## src/rtl/rxr_pkg.sv

```systemverilog
package rxr_pkg;
    // Flag byte of descriptor word 1
    localparam logic [7:0] FL_ENP  = 8'h01;
    localparam logic [7:0] FL_STP  = 8'h02;
    localparam logic [7:0] FL_CRC  = 8'h08;
    localparam logic [7:0] FL_OFLO = 8'h10;
    localparam logic [7:0] FL_FRAM = 8'h20;
    localparam logic [7:0] FL_ERR  = 8'h40;
    localparam logic [7:0] FL_OWN  = 8'h80;

    // Word offsets inside a descriptor
    localparam logic [1:0] WD_BASE  = 2'd0;
    localparam logic [1:0] WD_FLAGS = 2'd1;
    localparam logic [1:0] WD_BLEN  = 2'd2;
    localparam logic [1:0] WD_MLEN  = 2'd3;

    localparam int BUF_CNT_W = 13;   // up to 4096 bytes per buffer
    localparam int MSG_W     = 12;   // valid bits of the message length

    typedef enum logic [3:0] {
        S_IDLE, S_FETCH_FLAGS, S_CHK_FLAGS, S_FETCH_BASE, S_GOT_BASE,
        S_GOT_LEN, S_DATA, S_CHAIN_FETCH, S_CHAIN_CHK, S_WB_MID,
        S_WB_LEN, S_WB_FLAGS, S_DROP
    } rxr_state_e;

    typedef struct packed {
        logic [15:0]          base;  // buffer word address
        logic [7:0]           hi;    // upper byte of flag word, kept as read
        logic [BUF_CNT_W-1:0] size;  // buffer size in bytes
    } rxr_buf_t;

    // Stored length is negated with bits 15:12 forced to one
    function automatic logic [BUF_CNT_W-1:0] buf_bytes(input logic [11:0] neg_len);
        return BUF_CNT_W'(13'h1000 - {1'b0, neg_len});
    endfunction
endpackage

```

## src/rtl/rxr_ring_index.sv

```systemverilog
module rxr_ring_index #(
    parameter int ORDER_W = 3,
    parameter int IDX_W   = 7
) (
    input  logic               clk,
    input  logic               rst,
    input  logic [ORDER_W-1:0] order,
    input  logic               advance,
    output logic [IDX_W-1:0]   cur,
    output logic [IDX_W-1:0]   nxt
);
    logic [IDX_W:0]   span;
    logic [IDX_W-1:0] mask;
    logic [IDX_W-1:0] cur_q;

    assign span = (IDX_W + 1)'(1) << order;
    assign mask = IDX_W'(span - (IDX_W + 1)'(1));
    assign cur  = cur_q & mask;
    assign nxt  = (cur + IDX_W'(1)) & mask;

    always_ff @(posedge clk) begin
        if (rst)
            cur_q <= '0;
        else if (advance)
            cur_q <= nxt;
    end
endmodule

```

## src/rtl/rxr_desc_addr.sv

```systemverilog
module rxr_desc_addr #(
    parameter int AW    = 16,
    parameter int IDX_W = 7
) (
    input  logic [AW-1:0]    ring_base,
    input  logic [IDX_W-1:0] idx,
    input  logic [1:0]       word,
    output logic [AW-1:0]    addr
);
    assign addr = ring_base + AW'({idx, word});
endmodule

```

## src/rtl/rxr_byte_lane.sv

```systemverilog
module rxr_byte_lane #(
    parameter int AW = 16,
    parameter int CW = 13
) (
    input  logic [15:0]   base,
    input  logic [CW-1:0] offs,
    input  logic [7:0]    data,
    output logic [AW-1:0] addr,
    output logic [1:0]    be,
    output logic [15:0]   wdata
);
    assign addr  = AW'(base) + AW'(offs[CW-1:1]);
    assign be    = offs[0] ? 2'b10 : 2'b01;
    assign wdata = {data, data};
endmodule

```

## src/rtl/rx_ring_writer.sv

```systemverilog
module rx_ring_writer
    import rxr_pkg::*;
#(
    parameter int AW      = 16,
    parameter int ORDER_W = 3
) (
    input  logic               clk,
    input  logic               rst,
    input  logic [AW-1:0]      cfg_ring_base,
    input  logic [ORDER_W-1:0] cfg_ring_order,
    input  logic               in_valid,
    input  logic [7:0]         in_data,
    input  logic               in_first,
    input  logic               in_last,
    input  logic               in_match,
    input  logic               in_crc_bad,
    input  logic               in_frame_err,
    output logic               in_ready,
    output logic               mem_rd,
    output logic               mem_wr,
    output logic [AW-1:0]      mem_addr,
    output logic [1:0]         mem_be,
    output logic [15:0]        mem_wdata,
    input  logic [15:0]        mem_rdata,
    output logic               rx_event,
    output logic               miss_event
);
    localparam int IDX_W = (1 << ORDER_W) - 1;

    rxr_state_e           state_q, state_d;
    rxr_buf_t             buf_q;
    logic [7:0]           nxt_hi_q;
    logic [BUF_CNT_W-1:0] offs_q;
    logic [MSG_W-1:0]     total_q;
    logic                 first_q, crc_q, fram_q, ovf_q;

    logic                 advance, use_nxt, use_lane, byte_take, owned;
    logic [1:0]           word_sel;
    logic [IDX_W-1:0]     cur_idx, nxt_idx;
    logic [AW-1:0]        desc_addr, lane_addr;
    logic [1:0]           lane_be;
    logic [15:0]          lane_data;
    logic [7:0]           fin_flags;

    rxr_ring_index #(.ORDER_W(ORDER_W), .IDX_W(IDX_W)) u_idx (
        .clk(clk), .rst(rst), .order(cfg_ring_order), .advance(advance),
        .cur(cur_idx), .nxt(nxt_idx)
    );

    rxr_desc_addr #(.AW(AW), .IDX_W(IDX_W)) u_daddr (
        .ring_base(cfg_ring_base), .idx(use_nxt ? nxt_idx : cur_idx),
        .word(word_sel), .addr(desc_addr)
    );

    rxr_byte_lane #(.AW(AW), .CW(BUF_CNT_W)) u_lane (
        .base(buf_q.base), .offs(offs_q), .data(in_data),
        .addr(lane_addr), .be(lane_be), .wdata(lane_data)
    );

    assign owned = (mem_rdata[7:0] & FL_OWN) != 8'h00;

    always_comb begin
        fin_flags = FL_ENP;
        if (first_q) fin_flags = fin_flags | FL_STP;
        if (ovf_q)   fin_flags = fin_flags | FL_OFLO | FL_ERR;
        if (crc_q)   fin_flags = fin_flags | FL_CRC | FL_ERR;
        if (fram_q)  fin_flags = fin_flags | FL_FRAM | FL_ERR;
    end

    always_comb begin
        state_d    = state_q;
        in_ready   = 1'b0;
        mem_rd     = 1'b0;
        mem_wr     = 1'b0;
        mem_be     = 2'b11;
        mem_wdata  = '0;
        word_sel   = WD_FLAGS;
        use_nxt    = 1'b0;
        use_lane   = 1'b0;
        rx_event   = 1'b0;
        miss_event = 1'b0;
        advance    = 1'b0;
        byte_take  = 1'b0;
        case (state_q)
            S_IDLE: begin
                if (in_valid) begin
                    if (!in_first)      in_ready = 1'b1;   // stray byte
                    else if (in_match)  state_d  = S_FETCH_FLAGS;
                    else                state_d  = S_DROP;
                end
            end
            S_FETCH_FLAGS: begin
                mem_rd  = 1'b1;
                state_d = S_CHK_FLAGS;
            end
            S_CHK_FLAGS: begin
                if (owned) begin
                    mem_rd   = 1'b1;
                    word_sel = WD_BASE;
                    state_d  = S_GOT_BASE;
                end else begin
                    miss_event = 1'b1;
                    state_d    = S_DROP;
                end
            end
            S_FETCH_BASE: begin
                mem_rd   = 1'b1;
                word_sel = WD_BASE;
                state_d  = S_GOT_BASE;
            end
            S_GOT_BASE: begin
                mem_rd   = 1'b1;
                word_sel = WD_BLEN;
                state_d  = S_GOT_LEN;
            end
            S_GOT_LEN: state_d = S_DATA;
            S_DATA: begin
                in_ready = offs_q < buf_q.size;
                if (in_valid) begin
                    if (in_ready) begin
                        byte_take = 1'b1;
                        use_lane  = 1'b1;
                        mem_wr    = 1'b1;
                        mem_be    = lane_be;
                        mem_wdata = lane_data;
                        if (in_last) state_d = S_WB_LEN;
                    end else begin
                        state_d = S_CHAIN_FETCH;
                    end
                end
            end
            S_CHAIN_FETCH: begin
                mem_rd  = 1'b1;
                use_nxt = 1'b1;
                state_d = S_CHAIN_CHK;
            end
            S_CHAIN_CHK: state_d = owned ? S_WB_MID : S_WB_LEN;
            S_WB_MID: begin
                mem_wr    = 1'b1;
                mem_wdata = {buf_q.hi, first_q ? FL_STP : 8'h00};
                advance   = 1'b1;
                state_d   = S_FETCH_BASE;
            end
            S_WB_LEN: begin
                mem_wr    = 1'b1;
                word_sel  = WD_MLEN;
                mem_wdata = 16'(total_q);
                state_d   = S_WB_FLAGS;
            end
            S_WB_FLAGS: begin
                mem_wr    = 1'b1;
                mem_wdata = {buf_q.hi, fin_flags};
                rx_event  = 1'b1;
                advance   = 1'b1;
                state_d   = ovf_q ? S_DROP : S_IDLE;
            end
            S_DROP: begin
                in_ready = 1'b1;
                if (in_valid && in_last) state_d = S_IDLE;
            end
            default: state_d = S_IDLE;
        endcase
        mem_addr = use_lane ? lane_addr : desc_addr;
    end

    always_ff @(posedge clk) begin
        if (rst) begin
            state_q  <= S_IDLE;
            buf_q    <= '0;
            nxt_hi_q <= '0;
            offs_q   <= '0;
            total_q  <= '0;
            first_q  <= 1'b0;
            crc_q    <= 1'b0;
            fram_q   <= 1'b0;
            ovf_q    <= 1'b0;
        end else begin
            state_q <= state_d;
            case (state_q)
                S_CHK_FLAGS: if (owned) begin
                    buf_q.hi <= mem_rdata[15:8];
                    first_q  <= 1'b1;
                    total_q  <= '0;
                    crc_q    <= 1'b0;
                    fram_q   <= 1'b0;
                    ovf_q    <= 1'b0;
                end
                S_GOT_BASE: buf_q.base <= mem_rdata;
                S_GOT_LEN: begin
                    buf_q.size <= buf_bytes(mem_rdata[11:0]);
                    offs_q     <= '0;
                end
                S_DATA: if (byte_take) begin
                    offs_q  <= offs_q + BUF_CNT_W'(1);
                    total_q <= total_q + MSG_W'(1);
                    if (in_last) begin
                        crc_q  <= in_crc_bad;
                        fram_q <= in_frame_err;
                    end
                end
                S_CHAIN_CHK: begin
                    if (owned) nxt_hi_q <= mem_rdata[15:8];
                    else       ovf_q    <= 1'b1;
                end
                S_WB_MID: begin
                    buf_q.hi <= nxt_hi_q;
                    first_q  <= 1'b0;
                end
                default: ;
            endcase
        end
    end
endmodule

```

## config.mk

```make
export PLATFORM = sky130hd
export DESIGN_NAME = rx_ring_writer
export DESIGN_NICKNAME = d
export VERILOG_FILES = /design/src/rtl/rxr_pkg.sv /design/src/rtl/rxr_ring_index.sv /design/src/rtl/rxr_desc_addr.sv /design/src/rtl/rxr_byte_lane.sv /design/src/rtl/rx_ring_writer.sv
export SDC_FILE = /design/constraint.sdc
export NUM_CORES = 1
export LEC_CHECK = 0
export CAP_MARGIN = 10
export CORE_ASPECT_RATIO = 1.2
export CORE_MARGIN = 4
export CORE_UTILIZATION = 57
export CTS_BUF_LIST = sky130_fd_sc_hd__clkbuf_4 sky130_fd_sc_hd__clkbuf_8
export CTS_CLUSTER_SIZE = 25
export DETAILED_ROUTE_END_ITERATION = 8
export GPL_ROUTABILITY_DRIVEN = 0
export PLACE_DENSITY_LB_ADDON = 0.1
export REMOVE_ABC_BUFFERS = 1
export SLEW_MARGIN = 10
export SYNTH_ARGS = -nofsm -noshare
export SYNTH_HDL_FRONTEND = slang
export SYNTH_SLANG_ARGS = --single-unit
```

## constraint.sdc

```tcl
create_clock -name clk -period 5.7 [get_ports clk]
set_input_delay 0.855 -clock clk [delete_from_list [all_inputs] [get_ports clk]]
set_output_delay 0.855 -clock clk [all_outputs]
set_load 0.02 [all_outputs]
```

==> metrics <==
status=completed; IO Port Bufs=89; layout cells sized above 1=8.15%; peak supply drop=0.214 mV; area leader, netlist=dfxtp_1; I/O pin count=90; Via Count=6406; H-tree Lvls=3; top cells by area, synth=dfxtp_1 (28%), ha_1 (7.7%), nand2_1 (6.7%), a21oi_1 (6.0%), nor2_1 (5.0%); Post-Route WL=17400 um; Crit. End Element=output port; Design Area, Final=7530 um2; YS warnings=0; clk buf depth=2; relative slew slack=25.7%; die height=122 um; Num CTS Buffers=9; Post-Synth Simple-Gate Area=27.3%; die width=103 um; Max Clk Rate=0.179 GHz; DR pass1 iterations=5; final hold slack=0.454 ns; CP Launch Type=input pin; Layout area overhead=21.7%; full die area=12600 um2; nets=1006; compound-gate portion of the synthesized area=20.5%; Crit path arrival time=4.72 ns; Avg WL per Cell=16.6 um; # rows=41; Top Layer Used=met4; worst min path class=reg -> reg; RSZ-0062 raised after global routing=true; min Tclk post-route=5.58 ns; mux contribution to synthesized area=4.41%; synthesized cell area=6190 um2; WL met1=7300 um; hold buffers post-CTS=0; main flop type after synthesis=dfxtp_1; Mean Syn Cell Area=7.48 um2; vias per inst=6.11; placed cell areas=7290 um2; Synth Area in Adders=8.33%; Worst Path Required=4.85 ns; Filler Cells Inserted=893; type of the worst setup path=in -> out; clock tree root buffer cell=clkbuf_8; Final Max Tran Viols=0; core box area=10600 um2; CTS tree=done; period utilisation layout=97.8%; CP max stage cell=clkdlybuf4s50_1; leading cell type in the layout, fill and taps excluded=nand2_1; routed wl met3=1190 um; max-cap viol count=0; Yosys reg bits=85; Final Setup Violations=0; worst path cell trace=clkdlybuf4s50_1, nor3_2, inv_1, ha_1, nor2b_2, ha_2, nand2b_1, o21ai_0, ha_1, o31ai_1, buf_4, nand2b_1, a21oi_1, xor2_1, o21ai_0, clkdlybuf4s50_1; worst skew pair latency=0.37 ns; Clock Skew=0.0183 ns; Detailed Place HPWL=13000 um; Remaining DRCs=0; PwrDens=253 nW/um2; Tot GR Track Use=27.7%; leakage=3.01 nW; largest net degree at the start of global routing=44; Synth Area in XOR/XNOR=6.51%; Seq/Total Area, Yosys=27.5%; post-route ant nets=0; top-area cell type share of the netlist area=27.5%; delay of the slowest cell on the worst path=0.65 ns; Cells after Synth=827; most frequent cells in the layout=nand2_1 (111), dfxtp_1 (85), nor2_1 (82), clkdlybuf4s50_1 (80), a21oi_1 (74); largest family of logic cells by synthesized area=simple AND/OR/NAND/NOR gates; vias in the first global route=6146; DRT iter0 DRCs=494; gr ovfl total=0; n_diodes=0; Num Clock Sinks=85; Post-synth EDFFs=0; CTS clk-pin slew, worst paths=0.08 ns; Initial Util=58.5%; Unique masters post-synth=67; first-pass GRT wire length=28400 um; worst-margin pin slew=1.11 ns; ys async rst share=0%; crit path max fanout=4; routed length on met2=8510 um; final-report hold violation count=0; initial antenna violation count=0
per-stage QoR:
step / std cells / utilization [%] / power [W] / TNS (ns) / setup WS (ns)
6_report: 1049 / 71.2 / 0.00191 / 0 / 0.123
5_1_grt: 1049 / 71.2 / 0.00202 / -0.321 / -0.113
4_1_cts: 1046 / 70.8 / 0.00190 / 0 / 0.0388
3_5_place_dp: 1030 / 69.0 / 0.00148 / -2.52 / -0.438
3_3_place_gp: 1030 / 69.0 / 0.00146 / -0.825 / -0.168
2_1_floorplan: 780 / - / 0.00119 / 0 / 0.735
cell type report:
cell class / count / area (um2) / share of cell area (%)
multi-input combinational: 660 / 4200 / 55.7
sequential: 85 / 1700 / 22.6
timing repair buffer: 124 / 1150 / 15.2
tap: 129 / 161 / 2.14
inverter: 35 / 131 / 1.75
clock buffer: 9 / 124 / 1.65
clock inverter: 7 / 66.3 / 0.881
critical path, delay by kind of cell:
kind            cells  cell delay (ns)
buf+inv             4             1.42
compound gates      4             0.95
fa+ha+maj           3             0.87
simple gates        4             0.54
xor+xnor            1             0.08
cells in the mapped netlist, types with 4 or more instances:
cell,n
and2_1,7
a221o_1,4
and3_1,17
a21o_1,4
buf_2,8
dfxtp_1,85
nor4_1,4
nand2_1,111
o21a_1,4
or4_1,4
a22oi_1,6
o31ai_1,5
a222oi_1,4
mux2i_1,25
a21oi_1,74
or3_1,11
nor2b_1,8
xor2_1,27
nand2b_1,20
o21ai_0,39
nor3b_1,4
nor3_1,20
o211ai_1,8
xnor2_1,19
a22o_1,6
ha_1,38
nand3_1,27
nor2_1,82
a211oi_1,11
nand4_1,16
inv_1,35
clkbuf_1,33
power breakdown:
group | switching [W] | total, W | internal (W)
Sequential | 0.0000666 | 0.000718 | 0.000651
Combinational | 0.000451 | 0.000767 | 0.000316
Clock | 0.000222 | 0.000422 | 0.000200
timing repair:
action / in CTS / in global routing
buffers inserted: 0 / 3
setup endpoints to repair: 9 / 11
pin swaps: 0 / 3
resized for setup: 10 / 19
cloned: 0 / 0
kinds of logic after synthesis:
group	after synthesis
AO/OA/AOI/OAI	199
AND/OR/NAND/NOR	348
adder cells (fa/ha/maj)	40
flip-flops	85
XOR/XNOR	46
multiplexers	27
buffers and inverters	82
sequential cells by signal (all words and copies together), names as in the netlist:
signal and cells:
buf_q 37, offs_q 13, total_q 12, nxt_hi_q 8, u_idx.cur_q 7, state_q 4, crc_q 1, first_q 1
fram_q 1, ovf_q 1
routing by layer:
layer | global-route usage [%] | up-vias
li1 | - | 3125
met1 | 35.5 | 2983
met2 | 47.6 | 266
met3 | 3.49 | 32
met4 | 9.55 | 0
met5 | 0 | -
worst paths after layout:
kind | start | end | slack (ns) | cells after the start
max | cfg_ring_order[1] | mem_addr[6] | 0.12 | 16
min | buf_q[8] | buf_q[8] | 0.45 | 2
max reg2reg | offs_q[6] | total_q[4] | 2.85 | 9
min reg2reg | buf_q[8] | buf_q[8] | 0.45 | 2
Power figures use the tool's default switching activity.
